File: config.mk
export PLATFORM = sky130hd
export DESIGN_NAME = mcard_sym_decoder
export DESIGN_NICKNAME = d
export VERILOG_FILES = /design/src/rtl/mcsd_pkg.sv /design/src/rtl/mcsd_sync.sv /design/src/rtl/mcsd_rst_window.sv /design/src/rtl/mcsd_cond_detect.sv /design/src/rtl/mcsd_bit_asm.sv /design/src/rtl/mcard_sym_decoder.sv
export SDC_FILE = /design/constraint.sdc
export NUM_CORES = 1
export LEC_CHECK = 0
export BUFFER_PORTS_ARGS = -buffer_cell sky130_fd_sc_hd__buf_2
export CORE_ASPECT_RATIO = 0.7
export CORE_MARGIN = 1
export CORE_UTILIZATION = 44
export DETAILED_ROUTE_END_ITERATION = 8
export GPL_ROUTABILITY_DRIVEN = 0
export PLACE_DENSITY = 0.62
export SKIP_LAST_GASP = 1
export SYNTH_ARGS = -nofsm -noshare
export SYNTH_HDL_FRONTEND = slang
export SYNTH_SLANG_ARGS = --single-unit
File: constraint.sdc
create_clock -name clk -period 3.3 [get_ports clk]
set_input_delay 0.33 -clock clk [delete_from_list [all_inputs] [get_ports clk]]
set_output_delay 0.33 -clock clk [all_outputs]
set_load 0.02 [all_outputs]
File: src/rtl/mcsd_pkg.sv
package mcsd_pkg;

    typedef struct packed {
        logic rst;
        logic clk;
        logic io;
    } line_t;

    typedef struct packed {
        logic rst_rise;
        logic rst_fall;
        logic clk_rise;
        logic clk_fall;
        logic io_rise;
        logic io_fall;
    } edge_t;

    typedef enum logic [1:0] {
        RW_IDLE,
        RW_WAIT_RISE,
        RW_WAIT_FALL,
        RW_PULSED
    } rw_state_e;

    function automatic edge_t find_edges(line_t cur, line_t prev);
        edge_t e;
        e.rst_rise = cur.rst & ~prev.rst;
        e.rst_fall = ~cur.rst & prev.rst;
        e.clk_rise = cur.clk & ~prev.clk;
        e.clk_fall = ~cur.clk & prev.clk;
        e.io_rise  = cur.io & ~prev.io;
        e.io_fall  = ~cur.io & prev.io;
        return e;
    endfunction

endpackage

File: src/rtl/mcsd_sync.sv
module mcsd_sync
    import mcsd_pkg::*;
#(
    parameter int SYNC_STAGES = 2
) (
    input  logic  clk,
    input  logic  rst,
    input  line_t line_i,
    output line_t cur_o,
    output line_t prev_o
);
    localparam int DEPTH = SYNC_STAGES + 1;

    logic [DEPTH-1:0][2:0] stage_q;

    always_ff @(posedge clk) begin
        if (rst) begin
            stage_q <= '0;
        end else begin
            stage_q <= {stage_q[DEPTH-2:0], line_i};
        end
    end

    assign cur_o  = stage_q[SYNC_STAGES-1];
    assign prev_o = stage_q[SYNC_STAGES];
endmodule

File: src/rtl/mcsd_rst_window.sv
module mcsd_rst_window
    import mcsd_pkg::*;
(
    input  logic clk,
    input  logic rst,
    input  logic cur_rst_i,
    input  logic rst_rise_i,
    input  logic rst_fall_i,
    input  logic clk_rise_i,
    input  logic clk_fall_i,
    output logic reset_sym_o,
    output logic intr_sym_o
);
    rw_state_e state_q;

    always_ff @(posedge clk) begin
        if (rst) begin
            state_q     <= RW_IDLE;
            reset_sym_o <= 1'b0;
            intr_sym_o  <= 1'b0;
        end else begin
            reset_sym_o <= 1'b0;
            intr_sym_o  <= 1'b0;
            if (rst_rise_i) begin
                state_q <= RW_WAIT_RISE;
            end else if (rst_fall_i) begin
                reset_sym_o <= (state_q == RW_PULSED);
                intr_sym_o  <= (state_q != RW_PULSED);
                state_q     <= RW_IDLE;
            end else if (cur_rst_i) begin
                if (state_q == RW_WAIT_RISE && clk_rise_i) begin
                    state_q <= RW_WAIT_FALL;
                end else if (state_q == RW_WAIT_FALL && clk_fall_i) begin
                    state_q <= RW_PULSED;
                end
            end
        end
    end
endmodule

File: src/rtl/mcsd_cond_detect.sv
module mcsd_cond_detect (
    input  logic clk,
    input  logic rst,
    input  logic quiet_i,
    input  logic clk_high_i,
    input  logic io_rise_i,
    input  logic io_fall_i,
    input  logic gate_i,
    input  logic resync_en_i,
    output logic start_take_o,
    output logic stop_take_o,
    output logic start_sym_o,
    output logic stop_sym_o
);
    logic cond_window;

    assign cond_window  = quiet_i & clk_high_i;
    assign start_take_o = cond_window & io_fall_i & (~gate_i | resync_en_i);
    assign stop_take_o  = cond_window & io_rise_i & ~gate_i;

    always_ff @(posedge clk) begin
        if (rst) begin
            start_sym_o <= 1'b0;
            stop_sym_o  <= 1'b0;
        end else begin
            start_sym_o <= start_take_o;
            stop_sym_o  <= stop_take_o;
        end
    end
endmodule

File: src/rtl/mcsd_bit_asm.sv
module mcsd_bit_asm #(
    parameter int BYTE_W = 8,
    parameter int IDX_W  = $clog2(BYTE_W)
) (
    input  logic              clk,
    input  logic              rst,
    input  logic              quiet_i,
    input  logic              flush_i,
    input  logic              clk_rise_i,
    input  logic              clk_fall_i,
    input  logic              io_i,
    output logic              bit_valid_o,
    output logic              bit_value_o,
    output logic [IDX_W-1:0]  bit_index_o,
    output logic              byte_valid_o,
    output logic [BYTE_W-1:0] byte_data_o
);
    localparam logic [IDX_W-1:0] LAST_IDX = IDX_W'(BYTE_W - 1);

    logic              open_q;
    logic              val_q;
    logic [IDX_W-1:0]  cnt_q;
    logic [BYTE_W-1:0] shift_q;
    logic [BYTE_W-1:0] shift_nx;

    assign shift_nx = {val_q, shift_q[BYTE_W-1:1]};

    always_ff @(posedge clk) begin
        if (rst) begin
            open_q       <= 1'b0;
            val_q        <= 1'b0;
            cnt_q        <= '0;
            shift_q      <= '0;
            bit_valid_o  <= 1'b0;
            bit_value_o  <= 1'b0;
            bit_index_o  <= '0;
            byte_valid_o <= 1'b0;
            byte_data_o  <= '0;
        end else begin
            bit_valid_o  <= 1'b0;
            byte_valid_o <= 1'b0;
            if (flush_i) begin
                open_q <= 1'b0;
                cnt_q  <= '0;
            end else if (quiet_i) begin
                if (clk_rise_i) begin
                    open_q <= 1'b1;
                    val_q  <= io_i;
                end else if (clk_fall_i) begin
                    open_q <= 1'b0;
                    if (open_q) begin
                        bit_valid_o <= 1'b1;
                        bit_value_o <= val_q;
                        bit_index_o <= cnt_q;
                        shift_q     <= shift_nx;
                        if (cnt_q == LAST_IDX) begin
                            byte_valid_o <= 1'b1;
                            byte_data_o  <= shift_nx;
                            cnt_q        <= '0;
                        end else begin
                            cnt_q <= cnt_q + 1'b1;
                        end
                    end else begin
                        cnt_q <= '0;
                    end
                end
            end
        end
    end
endmodule

File: src/rtl/mcard_sym_decoder.sv
module mcard_sym_decoder
    import mcsd_pkg::*;
#(
    parameter int SYNC_STAGES = 2,
    parameter int BYTE_W      = 8
) (
    input  logic                       clk,
    input  logic                       rst,
    input  logic                       card_rst_i,
    input  logic                       card_clk_i,
    input  logic                       card_io_i,
    input  logic                       xfer_gate_i,
    input  logic                       start_resync_en_i,
    output logic                       reset_sym_o,
    output logic                       intr_sym_o,
    output logic                       start_sym_o,
    output logic                       stop_sym_o,
    output logic                       bit_valid_o,
    output logic                       bit_value_o,
    output logic [$clog2(BYTE_W)-1:0]  bit_index_o,
    output logic                       byte_valid_o,
    output logic [BYTE_W-1:0]          byte_data_o
);
    localparam int IDX_W = $clog2(BYTE_W);

    line_t line_in;
    line_t samp_cur;
    line_t samp_prev;
    edge_t edg;
    logic  quiet;
    logic  start_take;
    logic  stop_take;
    logic  flush;
    logic  sync_rst_cur;
    logic  sync_rst_prev;

    assign line_in = '{rst: card_rst_i, clk: card_clk_i, io: card_io_i};

    mcsd_sync #(.SYNC_STAGES(SYNC_STAGES)) sync_i (
        .clk    (clk),
        .rst    (rst),
        .line_i (line_in),
        .cur_o  (samp_cur),
        .prev_o (samp_prev)
    );

    assign edg           = find_edges(samp_cur, samp_prev);
    assign sync_rst_cur  = samp_cur.rst;
    assign sync_rst_prev = samp_prev.rst;
    assign quiet         = ~sync_rst_cur & ~sync_rst_prev;
    assign flush         = edg.rst_rise | edg.rst_fall | start_take | stop_take;

    mcsd_rst_window rw_i (
        .clk         (clk),
        .rst         (rst),
        .cur_rst_i   (sync_rst_cur),
        .rst_rise_i  (edg.rst_rise),
        .rst_fall_i  (edg.rst_fall),
        .clk_rise_i  (edg.clk_rise),
        .clk_fall_i  (edg.clk_fall),
        .reset_sym_o (reset_sym_o),
        .intr_sym_o  (intr_sym_o)
    );

    mcsd_cond_detect cond_i (
        .clk          (clk),
        .rst          (rst),
        .quiet_i      (quiet),
        .clk_high_i   (samp_cur.clk),
        .io_rise_i    (edg.io_rise),
        .io_fall_i    (edg.io_fall),
        .gate_i       (xfer_gate_i),
        .resync_en_i  (start_resync_en_i),
        .start_take_o (start_take),
        .stop_take_o  (stop_take),
        .start_sym_o  (start_sym_o),
        .stop_sym_o   (stop_sym_o)
    );

    mcsd_bit_asm #(.BYTE_W(BYTE_W), .IDX_W(IDX_W)) asm_i (
        .clk          (clk),
        .rst          (rst),
        .quiet_i      (quiet),
        .flush_i      (flush),
        .clk_rise_i   (edg.clk_rise),
        .clk_fall_i   (edg.clk_fall),
        .io_i         (samp_cur.io),
        .bit_valid_o  (bit_valid_o),
        .bit_value_o  (bit_value_o),
        .bit_index_o  (bit_index_o),
        .byte_valid_o (byte_valid_o),
        .byte_data_o  (byte_data_o)
    );
endmodule

-- Yosys cells after proc, flatten, opt, wreduce, memory -nomap -nowiden
Index checks and enable logic that the tools add are counted.
- output and inout port bits: 18
- word-level logic and storage cells: 82
- bits in registers: 42
- input port bits: 7
- add/subtract/negate cells: 1
- multiplexer cells: 11
- reductions and logical operators: 18
- eq/ne operators: 5
- bitwise logic cells: 29
- operators by type and width (operator ; count):
    NOT 1 bit ; 13
    AND 1 bit ; 12
    two-way mux 1 bit ; 7
    two-way mux 3 bit ; 2
    AND reduction 2 bit ; 3
    AND reduction 3 bit ; 2
    AND reduction 6 bit ; 1
    OR reduction 3 bit ; 2
    OR reduction 6 bit ; 1
    AND reduction 5 bit ; 1
    OR reduction 5 bit ; 1
    equality test 2 bit, second input constant ; 2
    two-way mux 2 bit ; 2
    bitwise OR 1 bit ; 4
    nonzero test 2 bit ; 2
    nonzero test 4 bit ; 1
    adder 3 x 1 -> 3 bit, second input constant ; 1
    equality test 3 bit, second input constant ; 1
    nonzero test 3 bit ; 1
    equality test 2 x 1 -> 1 bit, second input constant ; 1
    logical AND 1 bit ; 2
    != test 2 bit, second input constant ; 1
    OR reduction 2 bit ; 1

-- Logic depth before layout (Yosys ltp)
Gate-level depths: netlist of the first run.
- word-level depth: 9
- gate-level depth with buffers: 8
- depth with buffers taken out: 6

-- By module
A second synthesis of the first run with hierarchy kept.
- cells, all modules: 165
- area, all modules: 1625.3 µm²
- modules (own cells, without submodules) (module ; cells an instance ; area an instance (µm²) ; instances ; sequential area each (µm²)):
    mcsd_bit_asm ; 106 ; 1026.0 ; 1 ; 500.5
    mcsd_sync ; 24 ; 281.5 ; 1 ; 180.2
    mcsd_rst_window ; 16 ; 146.4 ; 1 ; 80.1
    mcsd_cond_detect ; 9 ; 95.1 ; 1 ; 40.0
    mcard_sym_decoder ; 10 ; 76.3 ; 1 ; 0.0

-- Worst setup path before layout of the first run
OpenSTA, ideal clock, no wires.
- path kind: reg-to-reg
- start: register sync_i.stage_q (netlist bit sync_i.cur_o[2])
- end: register asm_i.byte_data_o[6]
- data required time: 3.179 ns
- setup time: 0.121 ns
- data arrival time: 1.736 ns
- buffers on the path: 2
- slack: 1.443 ns
- clock period less this slack: 1.857 ns
- cell stages (with the launch flop): 9
- path through: dfxtp_1 > inv_1 > ha_1 > nand2_1 > or4b_1 > clkbuf_2 > and4_1 > buf_6 > mux2i_1
- longest elaborated chain between the ends: 9
- elaborated cells between the ends (all ways): 14
- classes of those cells: bitwise (13); reduce/logical (1)
- RTL lines (what ; RTL line ; text):
    start: declaration ; mcsd_sync.sv:14 ; logic [DEPTH-1:0][2:0] stage_q;
    start signal: assignment ; mcsd_sync.sv:20 ; stage_q <= {stage_q[DEPTH-2:0], line_i};
    NOT 1 bit ; mcsd_pkg.sv:28, mcard_sym_decoder.sv:50 ;
    AND 1 bit ; mcard_sym_decoder.sv:50 ; assign quiet = ~sync_rst_cur & ~sync_rst_prev;
    AND 1 bit ; mcsd_cond_detect.sv:17 ; assign cond_window = quiet_i & clk_high_i;
    AND 1 bit (2 in a row) ; mcsd_cond_detect.sv:18 ; assign start_take_o = cond_window & io_fall_i & (~gate_i | resync_en_i);
    bitwise OR 1 bit (2 in a row) ; mcard_sym_decoder.sv:51 ; assign flush = edg.rst_rise | edg.rst_fall | start_take | stop_take;
    NOT 1 bit (no source line) ; - ;
    AND reduction 6 bit (no source line) * ; - ;
    end signal: assignment ; mcsd_bit_asm.sv:58 ; byte_data_o <= shift_nx;
    end: declaration ; mcsd_bit_asm.sv:16 ; output logic [BYTE_W-1:0] byte_data_o
Mark *: on every way between the ends. The rest lies on a longest branch, timed or not.
A chain may end at the register's enable or synchronous reset.

-- Worst setup path in the final report of the first run
- start: register sync_i.stage_q (netlist bit sync_i.cur_o[2])
- end: register asm_i.bit_index_o[2]
- longest elaborated chain between the ends: 9
- elaborated cells between the ends (all ways): 14
- classes of those cells: bitwise (13); reduce/logical (1)
- RTL lines (what ; RTL line ; text):
    NOT 1 bit ; mcsd_pkg.sv:28, mcard_sym_decoder.sv:50 ;
    AND 1 bit ; mcard_sym_decoder.sv:50 ;
    AND 1 bit ; mcsd_cond_detect.sv:17 ;
    AND 1 bit (2 in a row) ; mcsd_cond_detect.sv:18 ;
    bitwise OR 1 bit (2 in a row) ; mcard_sym_decoder.sv:51 ;
    NOT 1 bit (no source line) ; - ;
    AND reduction 5 bit (no source line) * ; - ;
    end signal: assignment ; mcsd_bit_asm.sv:54 ; bit_index_o <= cnt_q;
    end: declaration ; mcsd_bit_asm.sv:14 ; output logic [IDX_W-1:0] bit_index_o,
Marked as above.

==> results of run 1 <==
## layer usage
layer  vias up  share of wire (%)  global-route usage [%]  wire length, µm
li1        573                  -                       -                -
met1       488                 53                   21.67             1402
met2        21                 41                   24.85             1090
met3         7                4.1                   5.192              108
met4         0                1.7                   7.547               45
met5         -                  0                       0                0
## sequential cells by signal (all words and copies together), names as in the netlist, 2 cells and up
signal	flops
asm_i.shift_q	6
rw_i.state_q	2
asm_i.cnt_q	3
sync_i.stage_q	3
asm_i.byte_data_o	8
sync_i.prev_o	3
sync_i.cur_o	3
asm_i.bit_index_o	3
## report_power, final
part / total (mW) / switching [mW] / leakage [nW] / internal [mW]
Combinational: 0.0327 / 0.0178 / 0.421 / 0.0150
Sequential: 0.491 / 0.00299 / 0.324 / 0.488
Clock: 0.429 / 0.162 / 0.0645 / 0.267
## worst max-delay path, stage by stage, from the launching register on
cell	delay, ps
dfxtp_1	330
inv_1	120
ha_1	280
nand2_1	100
or4b_1	580
and3_1	360
mux2i_1	170
## cells by family after synthesis
kind of cell | share of synthesized area (%)
buffers and inverters | 4.280
adders and majority gates | 7.004
DFF | 49.81
AOI/OAI and AO/OA | 3.502
and+or+nand+nor | 22.96
muxes | 12.45
## worst max path at each step
| stage | startpoint | end | cells past startpoint | slack (ps) |
|---|---|---|---|---|
| after CTS | sync_i.cur_o[2]$_SDFF_PP0_ | asm_i.bit_index_o[2]$_SDFFE_PP0P_ | 6 | 1240 |
| after global routing | sync_i.cur_o[2]$_SDFF_PP0_ | asm_i.bit_index_o[0]$_SDFFE_PP0P_ | 6 | 1070 |
| final | sync_i.cur_o[2]$_SDFF_PP0_ | asm_i.bit_index_o[2]$_SDFFE_PP0P_ | 6 | 1250 |
| after detailed placement | sync_i.cur_o[2]$_SDFF_PP0_ | asm_i.bit_index_o[2]$_SDFFE_PP0P_ | 6 | 1250 |
| after floorplan | sync_i.cur_o[2]$_SDFF_PP0_ | asm_i.byte_data_o[6]$_SDFFE_PP0P_ | 8 | 1440 |
| after global placement | sync_i.cur_o[2]$_SDFF_PP0_ | asm_i.bit_index_o[1]$_SDFFE_PP0P_ | 6 | 1340 |
## cell type report
type | instances | area share [%]
clock inverter | 1 | 1.605
multi-input combinational | 102 | 39.46
tap | 47 | 3.144
inverter | 7 | 1.405
sequential | 40 | 42.81
timing repair buffer | 24 | 6.421
clock buffer | 7 | 5.151
## cell usage after synthesis (2+ instances only)
master | n | area share, %
nand4_1 | 3 | 1.2
inv_1 | 7 | 1.6
buf_6 | 2 | 1.4
nor2b_1 | 8 | 3.1
nor2_1 | 12 | 2.8
a31oi_1 | 2 | 0.78
clkbuf_1 | 4 | 0.93
nand2b_1 | 24 | 9.3
dfxtp_1 | 40 | 50
ha_1 | 9 | 7.0
mux2i_1 | 20 | 12
nand3b_1 | 3 | 1.4
a21oi_1 | 4 | 1.2
nand2_1 | 5 | 1.2
nor4_1 | 2 | 0.78
## metrics by stage
| step | cells | utilization [%] | total power [mW] |
|---|---|---|---|
| final | 228 | 56.37 | 0.9524 |
| after detailed placement | 220 | 52.56 | 0.5348 |
| after CTS | 228 | 56.37 | 0.9636 |
| after global placement | 220 | 52.56 | 0.5342 |
| after global routing | 228 | 56.37 | 0.9905 |
| after floorplan | 156 | - | 0.5258 |
==> summary.md, run 1 <==
| Metric | Value |
|---|---|
| Synth async-reset ratio | `0%` |
| CTS Root Cell | `clkbuf_8` |
| Antenna violations before repair | `0` |
| Skew final | `2.244 ps` |
| Peak Freq | `487.6 MHz` |
| Drt first-iter violations | `34` |
| Yosys warns | `0` |
| Share of cells above drive strength 1 | `17.68%` |
| Synthesis-to-finish area growth | `16.34%` |
| Vias in the first global route | `1061` |
| Post-synth EDFFs | `0` |
| CP Capture Type | `flip-flop` |
| Reg-to-reg setup timing slack | `1250 ps` |
| Data required, critical path | `3460 ps` |
| Ys flop type | `dfxtp_1` |
| GRT Total Usage | `16.53%` |
| Worst skew pair latency | `290 ps` |
| Total wire length | `2647 µm` |
| Filler instances | `309` |
| Final period util | `62.15%` |
| Hold Path Sink | `cond_i.stop_sym_o$_SDFF_PP0_` |
| #FFs+latches synth | `40` |
| H-tree depth | `2` |
| Final setup TNS | `0 ps` |
| Worst R2R End | `asm_i.bit_index_o[2]$_SDFFE_PP0P_` |
| Final worst slack | `1249 ps` |
| Cts hold-fix bufs | `0` |
| Diodes inserted | `0` |
| Critical Path Start Type | `flip-flop` |
| Die H | `52.58 µm` |
| Die footprint | `3904 µm²` |
| Syn nets | `172` |
| HP Class | `primary input to flip-flop` |
| Outcome | `completed` |
| Cells after synthesis | `156` |
| Worst rel slew slack | `65.18%` |
| R2r startpoint | `sync_i.cur_o[2]$_SDFF_PP0_` |
| VDD IR max | `0.2540 mV` |
| Core area | `3318 µm²` |
| Port Buf Inserts | `24` |
| Number of library cell types mapped by synthesis | `26` |
| Min-delay src | `xfer_gate_i` |
| Hold depth | `2` |
| CTS Buf Count | `5` |
| Hold Fails Final Rpt | `0` |
| Commonest cells after routing, fill and taps aside | `40 x dfxtp_1, 24 x nand2b_1, 24 x buf_2` |
| RSZ-0062 raised after global routing | `no` |
| Number of max-cap violations | `0` |
| Via density | `4.776` |
| Slew @ Worst Pin | `522.3 ps` |
| Bufs on Longest Clock Path | `2` |
| Num ports | `25` |
| Synthesized area per cell | `10.31 µm²` |
| Starting density of the core | `48.45%` |
| Final Setup Violations | `0` |
| Mapped cell area | `1608 µm²` |
| First-pass GRT wire length | `4692 µm` |
| CTS tree | `yes` |
| Hold slack | `244.0 ps` |
| Fin crit period | `2051 ps` |
| Drc violations | `0` |
| Final Max Tran Viols | `0` |
| Pre-antenna DRT Iters | `4` |
| Pwr Density | `509.1 nW/µm²` |
| GRT Residual Overflow | `0` |
| # resized after CTS | `0` |
| FP Rows | `17` |
| Clock-pin slew on the worst setup and hold paths | `70 ps` |
| Seq. cell area | `800.8 µm²` |
| Crit path max fanout | `7` |
| Die W | `74.25 µm` |
| Fin area | `1871 µm²` |
| CTS Sinks | `40` |
| Arrival time at the worst endpoint | `2210 ps` |
| Most common cell after layout, fill and taps aside | `dfxtp_1` |
| Dpl cell area | `1744 µm²` |
| Hpwl dp | `1891 µm` |
| Post-route antenna net violation count | `0` |
| Largest net degree at the start of global routing | `38` |
| Multi-input gate area | `738.2 µm²` |
| Post-place setup slack | `1247 ps` |
| Worst setup path class | `flip-flop to flip-flop` |
| Vias | `1089` |
| Layout Nets | `196` |
| Sequential area share after synthesis | `49.81%` |
| Wire per inst | `11.61 µm` |
| FF-to-FF path depth | `6` |
| Post-CTS Setup Bufs | `0` |
| Pleak | `0.8094 nW` |
(Power assumes the default switching activity.)
==> inputs of run 2 (changes only) <==
Settings changed: ABC_AREA from default to 1, PLACE_DENSITY 0.62 to 0.65.
Clock period 3.3 ns to 1.75 ns, I/O delays scaled along.
==> run 2 against run 1 <==
Fmax up 26%. Total power increased by 71%. Combinational power grew to 2.9 times the previous value. Sequential cell count is the same. Sequential power grew 89%. Via count up 21%. Wire length up 15%. Clock skew up 3.2 ps. Non-clock buffer count grew 6.
==> summary.md, run 2 <==
| Metric | Value |
|---|---|
| Outcome | `completed` |
| Critical Path Start Type | `flip-flop` |
| GRT Total Usage | `16.81% (+0.27 points)` |
| CTS Buf Count | `5 (unchanged)` |
| Hold Path Sink | `sync_i.stage_q[1]$_SDFF_PP0_` |
| Multi-input gate area | `747.0 µm² (+1.2%)` |
| Arrival time at the worst endpoint | `1800 ps (-410 ps)` |
| Via density | `4.410 (-7.7%)` |
| Worst R2R End | `asm_i.bit_index_o[2]$_SDFFE_PP0P_` |
| Port Buf Inserts | `24 (unchanged)` |
| #FFs+latches synth | `40 (unchanged)` |
| Crit-path leading delay family | `simple AND/OR/NAND/NOR gates` |
| Die footprint | `4021 µm² (+3.0%)` |
| Largest registers | `asm_i.byte_data_o: 8 flops, asm_i.shift_q: 6 flops` |
| Area contributors post-synth | `dfxtp_1 48%, nor2_1 14%, inv_1 7.5%` |
| Final setup TNS | `0 ps (unchanged)` |
| Hpwl dp | `2209 µm (+17%)` |
| Sequential area share after synthesis | `48.30% (-1.5 points)` |
| Pleak | `0.9517 nW (+18%)` |
| Crit path max fanout | `7 (unchanged)` |
| Diodes inserted | `0 (unchanged)` |
| Core area | `3558 µm² (+7.2%)` |
| Pre-antenna DRT Iters | `4 (unchanged)` |
| Placed insts | `290 (+32%)` |
| Filler instances | `359 (+16%)` |
| Post-synth top cells | `60 x nor2_1, 40 x dfxtp_1, 33 x inv_1` |
| CTS Root Cell | `clkbuf_8` |
| Count leader, synth | `nor2_1` |
| Drc violations | `0 (unchanged)` |
| Worst rel slew slack | `67.13% (+2.0 points)` |
| Pwr Density | `815.2 nW/µm² (+60%)` |
| Vias | `1323 (+21%)` |
| Wire per inst | `10.18 µm (-12%)` |
| Num ports | `25 (unchanged)` |
| H-tree depth | `2 (unchanged)` |
| Worst Path Buf+Inv | `2 (+1)` |
| Final period util | `92.76% (+31 points)` |
| Slew @ Worst Pin | `492.5 ps (-29.80 ps)` |
| Synthesized area per cell | `7.675 µm² (-26%)` |
| Vias in the first global route | `1128 (+6.3%)` |
| Post-route antenna net violation count | `0 (unchanged)` |
| Syn nets | `232 (+35%)` |
| Yosys top cell area share | `48.30% (-1.5 points)` |
| Skew final | `5.474 ps (+3.230 ps)` |
| CTS Sinks | `40 (unchanged)` |
| Min-delay src | `card_clk_i` |
| Number of max-cap violations | `0 (unchanged)` |
| Critical Path, Cell by Cell | `inv_1 -> ha_4 -> nand2_2 -> nor2_2 -> a21oi_4 -> nand3_4 -> buf_4 -> o21ai_1 -> nor2_1` |
| Commonest cells after routing, fill and taps aside | `59 x nor2_1, 40 x dfxtp_1, 33 x inv_1` |
| Reg-to-reg setup timing slack | `130 ps (-1120 ps)` |
| Mapped cell area | `1658 µm² (+3.1%)` |
| Synth async-reset ratio | `0% (unchanged)` |
| CP Capture Type | `flip-flop` |
| Final Max Tran Viols | `0 (unchanged)` |
| Synthesis-to-finish area growth | `20.53%` |
| RSZ-0062 raised after global routing | `no` |
| Largest net degree at the start of global routing | `18 (-53%)` |
| Cells after synthesis | `216 (+38%)` |
| Max reg flops | `8 (unchanged)` |
| VDD IR max | `0.4117 mV (+62%)` |
| Hold slack | `87.01 ps (-157.0 ps)` |
| R2r startpoint | `sync_i.cur_o[2]$_SDFF_PP0_` |
| FF-to-FF path depth | `9 (+3)` |
| Share of cells above drive strength 1 | `20.40% (+2.7 points)` |
| Largest area contributor in the netlist | `dfxtp_1` |
| Starting density of the core | `46.59% (-1.9 points)` |
| Bufs on Longest Clock Path | `2 (unchanged)` |
| Antenna violations before repair | `0 (unchanged)` |
| Total wire length | `3053 µm (+15%)` |
| Clock-pin slew on the worst setup and hold paths | `70 ps (about the same)` |
| Data required, critical path | `1930 ps (-1530 ps)` |
| Die W | `75.37 µm (+1.5%)` |
| Layout Nets | `265 (+35%)` |
| Drt first-iter violations | `68 (+100%)` |
| First-pass GRT wire length | `4899 µm (+4.4%)` |
| FP Rows | `18 (+1)` |
| Cts hold-fix bufs | `0 (unchanged)` |
| HP Class | `primary input to flip-flop` |
| Slowest cell on crit path | `dfxtp_1` |
| Post-Layout Cell Count | `300 (+32%)` |
| Die H | `53.36 µm (+1.5%)` |
| Seq. cell area | `800.8 µm² (unchanged)` |
| Post-synth EDFFs | `0 (unchanged)` |
| Final Setup Violations | `0 (unchanged)` |
| CTS tree | `yes` |
| Number of library cell types mapped by synthesis | `25 (-3.8%)` |
| Top reg by flops | `asm_i.byte_data_o` |
| GRT Residual Overflow | `0 (unchanged)` |
| Fin crit period | `1623 ps (-427.6 ps)` |
| Worst skew pair latency | `280 ps (about the same)` |
| Crit path largest cell delay | `330 ps (-250 ps)` |
| Most common cell after layout, fill and taps aside | `nor2_1` |
| Yosys warns | `0 (unchanged)` |
| Peak Freq | `616.0 MHz (+26%)` |
| Worst setup path class | `flip-flop to flip-flop` |
| Hold depth | `3 (+1)` |
| Ys flop type | `dfxtp_1` |
| Hold Fails Final Rpt | `0 (unchanged)` |
==> run 2: changes by cell type after synthesis, sizes merged, moves of 8 or more <==
cell,before,now
nor2,12,62
inv,7,34
nand2,5,31
nand2b,24,0
mux2i,20,0
o21ai,0,12
nor2b,8,0
==> run 2: cell families (layout without fill, tap and decap cells) <==
group / Yosys count / after routing / synth area share, %
compound gates: 21 / 21 / 7.019
fa+ha+maj: 9 / 9 / 6.793
buf+inv: 39 / 72 / 9.585
flops: 40 / 40 / 48.30
simple gates: 107 / 108 / 28.30
==> run 2: how the worst max path moves through the flow <==
stage,start,endpoint,slack [ps],depth (start not counted)
final,sync_i.cur_o[2]$_SDFF_PP0_,asm_i.bit_index_o[2]$_SDFFE_PP0P_,130,9
after global routing,sync_i.cur_o[2]$_SDFF_PP0_,asm_i.bit_index_o[2]$_SDFFE_PP0P_,30,9
after detailed placement,sync_i.prev_o[2]$_SDFF_PP0_,asm_i.byte_data_o[2]$_SDFFE_PP0P_,100,9
after global placement,sync_i.cur_o[2]$_SDFF_PP0_,asm_i.byte_data_o[7]$_SDFFE_PP0P_,140,9
after CTS,sync_i.prev_o[2]$_SDFF_PP0_,asm_i.bit_index_o[0]$_SDFFE_PP0P_,80,9
after floorplan,sync_i.cur_o[2]$_SDFF_PP0_,asm_i.shift_q[6]$_SDFFE_PP0P_,240,9
==> run 2: worst register-to-register path, cell delays in order (launching register included) <==
cell     delay [ps]
dfxtp_1         330
inv_1           100
ha_4            200
nand2_2          90
nor2_2           60
a21oi_4         230
nand3_4         180
buf_4           180
o21ai_1         110
nor2_1           50
==> run 2: per-stage QoR <==
step,area (µm²),util (%),total power [mW],setup WS [ps]
floorplan,1658,-,1.006,242.1
global placement,1847,51.90,1.035,141.6
detailed placement,1847,51.90,1.035,104.7
CTS,1939,54.50,1.641,81.87
global route,1998,56.15,1.704,25.19
finish,1998,56.15,1.629,126.7
==> run 2: timing repair <==
action | 4_1_cts | 5_1_grt
resized for setup | 0 | 9
endpoints found under the hold margin | 0 | 0
setup buffers | 0 | 1
setup endpoints to repair | 0 | 20
==> run 2: report_power, final <==
part | internal [mW] | switching (mW)
Combinational | 0.0373 | 0.0588
Clock | 0.314 | 0.292
Sequential | 0.921 | 0.00574
Total | 1.27 | 0.357
==> run 2: layer usage <==
metal	vias up	track usage, %	routed length [µm]
met5	-	0	0
li1	734	-	-
met3	5	5.143	113
met1	559	24.63	1772
met2	25	22.77	1133
met4	0	5.556	33
==> run 2: cell type report <==
type                    count  share of cell area [%]
inverters                  34                   6.512
clock inverters             2                  0.5009
multi-input cells         138                   37.38
well taps                  50                   3.131
clock buffers               6                   4.133
repair buffers             30                   8.265
flip-flops and latches     40                   40.08
